## src/rtl/spi_req_pkg.sv

```systemverilog
package spi_req_pkg;
    typedef enum logic {FLG_IDLE, FLG_HELD} flag_state_e;
    typedef enum logic {DRN_EMPTY, DRN_PENDING} drain_state_e;
    localparam int NUM_STICKY = 3;
    localparam int IDX_TC = 0;
    localparam int IDX_UF = 1;
    localparam int IDX_OF = 2;
endpackage

```

## src/rtl/spi_sticky_flag.sv

```systemverilog
module spi_sticky_flag
    import spi_req_pkg::*;
(
    input  logic clk,
    input  logic rst_n,
    input  logic set_i,
    input  logic clr_i,
    output logic flag_o
);
    flag_state_e state_q, state_d;

    always_ff @(posedge clk or negedge rst_n) begin
        if (!rst_n) state_q <= FLG_IDLE;
        else        state_q <= state_d;
    end

    always_comb begin
        state_d = state_q;
        unique case (state_q)
            FLG_IDLE: if (set_i) state_d = FLG_HELD;               // SET
            FLG_HELD: if (clr_i && !set_i) state_d = FLG_IDLE;     // CLEAR, set wins
            default:  state_d = FLG_IDLE;
        endcase
    end

    always_comb flag_o = (state_q == FLG_HELD);
endmodule

```

## src/rtl/spi_evt_detect.sv

```systemverilog
module spi_evt_detect
    import spi_req_pkg::*;
#(
    parameter int RX_DEPTH = 4,
    parameter int CNT_W    = 3
) (
    input  logic                  frame_end,
    input  logic                  frame_start,
    input  logic                  is_slave,
    input  logic                  spi_mode,
    input  logic [CNT_W-1:0]      tx_count,
    input  logic [CNT_W-1:0]      rx_count,
    input  logic                  rx_shift_full,
    input  logic                  ovr_overwrite,
    output logic [NUM_STICKY-1:0] set_vec,
    output logic                  rx_capture,
    output logic                  rx_discard
);
    localparam logic [CNT_W-1:0] RX_FULL_CNT = CNT_W'(RX_DEPTH);

    logic rx_path_full;
    logic starve_evt;
    logic overrun_evt;

    always_comb begin
        rx_path_full = (rx_count == RX_FULL_CNT) && rx_shift_full;
        starve_evt   = frame_start && is_slave && spi_mode && (tx_count == '0);
        overrun_evt  = frame_start && rx_path_full;

        set_vec         = '0;
        set_vec[IDX_TC] = frame_end;
        set_vec[IDX_UF] = starve_evt;
        set_vec[IDX_OF] = overrun_evt;

        rx_discard = overrun_evt && !ovr_overwrite;
        rx_capture = frame_start && !rx_discard;
    end
endmodule

```

## src/rtl/spi_req_route.sv

```systemverilog
module spi_req_route
    import spi_req_pkg::*;
#(
    parameter int CNT_W = 3
) (
    input  logic                  clk,
    input  logic                  rst_n,
    input  logic [CNT_W-1:0]      rx_count,
    input  logic [NUM_STICKY-1:0] flags,
    input  logic [NUM_STICKY-1:0] flag_en,
    input  logic                  en_drain,
    input  logic                  drain_to_dma,
    output logic                  drain_stat,
    output logic [NUM_STICKY-1:0] flag_irq,
    output logic                  irq_drain,
    output logic                  dma_req,
    output logic                  irq_any
);
    drain_state_e drn_q, drn_d;

    always_ff @(posedge clk or negedge rst_n) begin
        if (!rst_n) drn_q <= DRN_EMPTY;
        else        drn_q <= drn_d;
    end

    always_comb begin
        drn_d = drn_q;
        unique case (drn_q)
            DRN_EMPTY:   if (rx_count != '0) drn_d = DRN_PENDING;  // FILL
            DRN_PENDING: if (rx_count == '0) drn_d = DRN_EMPTY;    // DRAIN
            default:     drn_d = DRN_EMPTY;
        endcase
    end

    logic drain_req;

    always_comb begin
        drain_stat = (drn_q == DRN_PENDING);
        drain_req  = drain_stat && en_drain;
        dma_req    = drain_req && drain_to_dma;
        irq_drain  = drain_req && !drain_to_dma;
    end

    for (genvar i = 0; i < NUM_STICKY; i++) begin : g_gate
        assign flag_irq[i] = flags[i] && flag_en[i];
    end

    assign irq_any = (|flag_irq) || irq_drain;
endmodule

```

## src/rtl/spi_flag_req.sv

```systemverilog
module spi_flag_req
    import spi_req_pkg::*;
#(
    parameter  int RX_DEPTH = 4,
    parameter  int TX_DEPTH = 4,
    localparam int MAX_DEPTH = (RX_DEPTH > TX_DEPTH) ? RX_DEPTH : TX_DEPTH,
    localparam int CNT_W = $clog2(MAX_DEPTH + 1)
) (
    input  logic             clk,
    input  logic             rst_n,
    input  logic             frame_end,
    input  logic             frame_start,
    input  logic             is_slave,
    input  logic             spi_mode,
    input  logic [CNT_W-1:0] tx_count,
    input  logic [CNT_W-1:0] rx_count,
    input  logic             rx_shift_full,
    input  logic             en_tc,
    input  logic             en_uf,
    input  logic             en_drain,
    input  logic             en_of,
    input  logic             drain_to_dma,
    input  logic             ovr_overwrite,
    input  logic             clr_tc,
    input  logic             clr_uf,
    input  logic             clr_of,
    output logic             tc_flag,
    output logic             uf_flag,
    output logic             of_flag,
    output logic             drain_stat,
    output logic             irq_tc,
    output logic             irq_uf,
    output logic             irq_of,
    output logic             irq_drain,
    output logic             dma_req,
    output logic             irq_any,
    output logic             rx_capture,
    output logic             rx_discard
);
    logic [NUM_STICKY-1:0] set_vec, clr_vec, flag_vec, en_vec, irq_vec;

    assign clr_vec[IDX_TC] = clr_tc;
    assign clr_vec[IDX_UF] = clr_uf;
    assign clr_vec[IDX_OF] = clr_of;
    assign en_vec[IDX_TC]  = en_tc;
    assign en_vec[IDX_UF]  = en_uf;
    assign en_vec[IDX_OF]  = en_of;

    spi_evt_detect #(.RX_DEPTH(RX_DEPTH), .CNT_W(CNT_W)) u_evt (
        .frame_end     (frame_end),
        .frame_start   (frame_start),
        .is_slave      (is_slave),
        .spi_mode      (spi_mode),
        .tx_count      (tx_count),
        .rx_count      (rx_count),
        .rx_shift_full (rx_shift_full),
        .ovr_overwrite (ovr_overwrite),
        .set_vec       (set_vec),
        .rx_capture    (rx_capture),
        .rx_discard    (rx_discard)
    );

    for (genvar i = 0; i < NUM_STICKY; i++) begin : g_flag
        spi_sticky_flag u_flag (
            .clk    (clk),
            .rst_n  (rst_n),
            .set_i  (set_vec[i]),
            .clr_i  (clr_vec[i]),
            .flag_o (flag_vec[i])
        );
    end

    spi_req_route #(.CNT_W(CNT_W)) u_route (
        .clk          (clk),
        .rst_n        (rst_n),
        .rx_count     (rx_count),
        .flags        (flag_vec),
        .flag_en      (en_vec),
        .en_drain     (en_drain),
        .drain_to_dma (drain_to_dma),
        .drain_stat   (drain_stat),
        .flag_irq     (irq_vec),
        .irq_drain    (irq_drain),
        .dma_req      (dma_req),
        .irq_any      (irq_any)
    );

    assign tc_flag = flag_vec[IDX_TC];
    assign uf_flag = flag_vec[IDX_UF];
    assign of_flag = flag_vec[IDX_OF];
    assign irq_tc  = irq_vec[IDX_TC];
    assign irq_uf  = irq_vec[IDX_UF];
    assign irq_of  = irq_vec[IDX_OF];
endmodule

```

## config.mk

```make
export PLATFORM = sky130hd
export DESIGN_NAME = spi_flag_req
export DESIGN_NICKNAME = d
export VERILOG_FILES = /design/src/rtl/spi_req_pkg.sv /design/src/rtl/spi_sticky_flag.sv /design/src/rtl/spi_evt_detect.sv /design/src/rtl/spi_req_route.sv /design/src/rtl/spi_flag_req.sv
export SDC_FILE = /design/constraint.sdc
export NUM_CORES = 1
export LEC_CHECK = 0
export BUFFER_PORTS_ARGS = -buffer_cell sky130_fd_sc_hd__buf_2
export CAP_MARGIN = 20
export CORE_AREA = 2 2 39 41
export DETAILED_ROUTE_END_ITERATION = 12
export DIE_AREA = 0 0 41 43
export PLACE_DENSITY = 0.54
export SLEW_MARGIN = 15
export SYNTH_ARGS = -nofsm -noshare
export SYNTH_HDL_FRONTEND = slang
export SYNTH_SLANG_ARGS = --single-unit
```

## constraint.sdc

```tcl
create_clock -name clk -period 1.1 [get_ports clk]
set_input_delay 0.055 -clock clk [delete_from_list [all_inputs] [get_ports clk]]
set_output_delay 0.055 -clock clk [all_outputs]
set_load 0.1 [all_outputs]
```

# Yosys cells after proc, flatten, opt, wreduce, memory -nomap -nowiden
# Cells that the tools add are included.
# totals
ff_bits,4
inputBits,22
out_inout_bits,12
elab_cells,48
# op_classes
eq_ne,1
mux,12
n_bitwise,4
n_reduce_logical,27
# ops
operator,n
logical AND 1 bit,16
2-to-1 mux 1 bit,8
one-hot mux 1 bit (2 select lines),4
zero test 1 bit,6
zero test 3 bit,2
NOT 1 bit,4
"== test 3 bit, second input constant",1
nonzero test 3 bit,1
OR reduction 3 bit,1
logical OR 1 bit,1

# Longest topological paths before layout
# depth
ltp_word,7
mapped_depth,2
mapped_depth_nobuf,2

# By module
# From an unflattened synthesis, not the netlist that was laid out.
# hier_totals
cells_unflattened,29
area_unflattened_um2,272.8
# modules_own_cells
module,instances,cells_each,area_per_inst_um2,seq_area_each_um2
spi_sticky_flag,3,3,36.3,25.0
spi_evt_detect,1,10,83.8,0.0
spi_req_route,1,10,80.1,25.0

# Worst setup path before layout
# No wires, ideal clock.
# synth_path
kind,reg-to-output
from,"reg u_route.drn_q, in the netlist u_route.drain_stat"
to,out irq_any
arrival_time_ns,3.200
t_required_ns,1.045
setup_slack_ns,-2.155
stages_incl_launch_ff,3
n_path_buf,0
cell_sequence,dfrtp_1 -> nand2_1 -> o21ai_0
# synth_between
elab_chain_cells,3
# synth_rtl
element,line_no,text
from (decl),spi_req_route.sv:19,"drain_state_e drn_q, drn_d;"
from (signal assigned),spi_req_route.sv:23,else drn_q <= drn_d;
logical AND 1 bit,spi_req_route.sv:39,drain_req = drain_stat && en_drain;
logical AND 1 bit,spi_req_route.sv:41,irq_drain = drain_req && !drain_to_dma;
logical OR 1 bit,spi_req_route.sv:48,assign irq_any = (|flag_irq) || irq_drain;
to (decl),spi_flag_req.sv:36,"output logic irq_any,"
# No other way between the ends.

# Worst setup path after layout
# layout_path
from,reg g_flag[0].u_flag.state_q
to,out irq_any
# layout_between
elab_chain_cells,3
# layout_rtl
element,line_no,text
from (decl),spi_sticky_flag.sv:10,"flag_state_e state_q, state_d;"
from (signal assigned),spi_sticky_flag.sv:14,else state_q <= state_d;
logical AND 1 bit,spi_req_route.sv:45,assign flag_irq[i] = flags[i] && flag_en[i];
OR reduction 3 bit,spi_req_route.sv:48,
logical OR 1 bit,spi_req_route.sv:48,
# No other way between the ends.

==> flow_summary.json <==
{
  "grt_pass1_wl_um": 1340,
  "rr_endpoint": "g_flag[2].u_flag.flag_o$_DFF_PN0_",
  "io_buffers": 33,
  "synthTopCellsByArea": "dfrtp_1, and2_1, inv_1, a222oi_1, nand4b_1",
  "ys_types": 17,
  "vias_per_cell": 4.28,
  "clk_pin_slew_ps": 40,
  "synth.ff_latch_count": 4,
  "synth-edff-count": 0,
  "multiInputGateArea_sq_um": 170,
  "die_w_um": 41,
  "grt_max_degree": 5,
  "stdcell_count": 89,
  "yosysSeqAreaShare_pct": 44.4,
  "fin_tns_setup_ps": -820,
  "clock.fmax_mhz": 697,
  "drt_iter0_markers": 11,
  "syn2layout_area_growth_pct": 251,
  "final-seq-area_sq_um": 115,
  "drc_errors": 0,
  "cp-start-kind": "flip-flop",
  "ant_nets": 0,
  "hold_class": "primary input to flip-flop",
  "cts_sinks": 4,
  "cp_data_required_time_ps": 1040,
  "syn_inst": 24,
  "critical_path.max_fanout": 2,
  "slew_viol_final": 0,
  "cts_tree": "yes",
  "finalPower_uw": 712,
  "ir_worst_vdd_mv": 0.511,
  "grt_setup_unrepaired": "true",
  "fin_ws_ps": -334,
  "min_period_over_period_pct": 130,
  "setup.worst_path.end_class": "primary output",
  "syn_area_per_cell_sq_um": 9.38,
  "cap_violations": 0,
  "nFillCells": 122,
  "violations": "negative setup slack",
  "core_area_sq_um": 1380,
  "globalplace.congestion": 0.649,
  "diodes": 0,
  "final_core_util_pct": 57.1,
  "r2r_start": "g_flag[2].u_flag.flag_o$_DFF_PN0_",
  "cts_made_buffers": 3,
  "cp.arrival_ps": 1380,
  "synth_nets": 46,
  "vias": 381,
  "slowest_delay_ps": 470,
  "r2r_slack_ps": 20,
  "p_per_area_nw_per_um2": 902,
  "cp-startpoint": "g_flag[0].u_flag.flag_o$_DFF_PN0_",
  "grt_pass1_vias": 359,
  "leakage_nw": 0.370,
  "setup.worst_path.end": "irq_any",
  "critPathKind": "flip-flop to primary output",
  "finalHoldViolations": 0,
  "cp_cell_sequence": "a222oi_1 -> buf_4 -> o21ai_4 -> buf_12",
  "row_count": 14,
  "wl_per_cell_um": 9.74,
  "root_buffer": "clkbuf_4",
  "die_h_um": 43,
  "antenna_found_initial": 0,
  "grt-ovfl-total": 0,
  "setup_viol": 7,
  "cts.htree.levels": 1,
  "synthTopCellsByCount": "dfrtp_1, and2_1, inv_1",
  "firstDrtPassIters": 4,
  "yosys.area.top_type": "dfrtp_1",
  "async_reset_ff_share_pct": 100,
  "skew_ps": 0,
  "clockBufferDepth": 2,
  "worst-r2r-cell-count": 5,
  "io_pins": 34,
  "final_layout_size_suffix_gt1_share_pct": 83.6,
  "synth_top_area_share_pct": 44.4,
  "relSlewSlack_pct": 67.9,
  "drt_wl_total_um": 867,
  "initial_utilization_pct": 16.3,
  "track_usage_pct": 12.1,
  "period_needed_ps": 1430,
  "syn-cell-area_sq_um": 225,
  "status": "finished with violations",
  "dieArea_sq_um": 1760,
  "final_nets": 97,
  "hpwl_um": 733,
  "yosys_warnings": 0,
  "tightest_slew_ps": 484,
  "synth_ff_type": "dfrtp_1",
  "post-place-cells": 80,
  "synth_most_common_cell": "dfrtp_1",
  "cp_slowest_cell": "dfrtp_4",
  "clk_latency_ps": 230
}
==> kinds of logic after synthesis <==
logic type / after synthesis / share of synthesized area, %
AOI/OAI and AO/OA: 6 / 20.6
DFF: 4 / 44.4
buffers and inverters: 3 / 5.00
and+or+nand+nor: 11 / 30.0
==> timing repair <==
| item | in CTS | in global routing |
|---|---|---|
| endpoints found under the setup margin | 6 | 6 |
| setup buffers | 1 | 2 |
| hold buffers | 3 | 0 |
| pin swaps | 2 | 0 |
| endpoints found under the hold margin | 6 | 0 |
| resized for setup | 6 | 3 |
==> critical path: cells and delay by family (launching register included) <==
family                 cells  cell delay [ps]
DFF                        1              470
buffers and inverters      2              330
AOI/OAI and AO/OA          2              350
==> area by class of cell <==
class / count / share of cell area (%)
sequential: 4 / 14.6
timing repair buffer: 46 / 57.1
inverter: 3 / 1.43
clock buffer: 3 / 2.85
tap: 16 / 2.54
multi-input combinational: 17 / 21.6
==> power by group <==
| group | switching (mW) | total (mW) | internal [mW] |
|---|---|---|---|
| combinational | 0.217 | 0.373 | 0.156 |
| sequential | 0.00481 | 0.163 | 0.158 |
| clock | 0.0549 | 0.177 | 0.122 |
==> worst min path at each step <==
| stage | start | endpoint | slack (ps) | cells past startpoint |
|---|---|---|---|---|
| finish | clr_of | g_flag[2].u_flag.flag_o$_DFF_PN0_ | 30 | 2 |
| global route | rx_count[2] | u_route.drain_stat$_DFF_PN0_ | 30 | 2 |
| CTS | tx_count[2] | g_flag[1].u_flag.flag_o$_DFF_PN0_ | 20 | 2 |
| detailed placement | rst_n | g_flag[0].u_flag.flag_o$_DFF_PN0_ | -140 | 1 |
| global placement | rst_n | g_flag[0].u_flag.flag_o$_DFF_PN0_ | -140 | 1 |
| floorplan | rst_n | g_flag[0].u_flag.flag_o$_DFF_PN0_ | -240 | 0 |
==> layout by cell type (no fill, tap or decap), drive strengths merged <==
| cell type | count |
|---|---|
| nand2 | 1 |
| nor2 | 1 |
| dlygate4sd3 | 3 |
| and2 | 3 |
| or2 | 1 |
| nand3 | 1 |
| o32ai | 1 |
| a222oi | 1 |
| buf | 43 |
| nor3 | 1 |
| inv | 3 |
| nand4b | 1 |
| clkbuf | 3 |
| a21o | 1 |
| o21ai | 1 |
| o22ai | 1 |
| and3 | 1 |
| dfrtp | 4 |
| or3 | 1 |
| o31a | 1 |
==> registers in the layout (all words and copies together), names as in the netlist <==
signal                count
g_flag.u_flag.flag_o      3
u_route.drain_stat        1
==> per-stage QoR <==
step | setup WS (ps) | hold slack (ps) | instance area [sq um]
2_1_floorplan | -361 | -241 | 290
3_3_place_gp | -223 | -138 | 678
3_5_place_dp | -218 | -137 | 678
4_1_cts | -359 | 20.0 | 761
5_1_grt | -440 | 26.3 | 790
6_report | -334 | 25.9 | 790
==> metal layers <==
layer	vias to the layer above	wire, um	GRT usage (%)
met4	0	0	10.0
li1	186	-	-
met2	30	458	18.8
met1	165	321	11.2
met5	-	0	0
met3	0	87	5.76
Note: power is estimated with default switching activity, not from simulation.
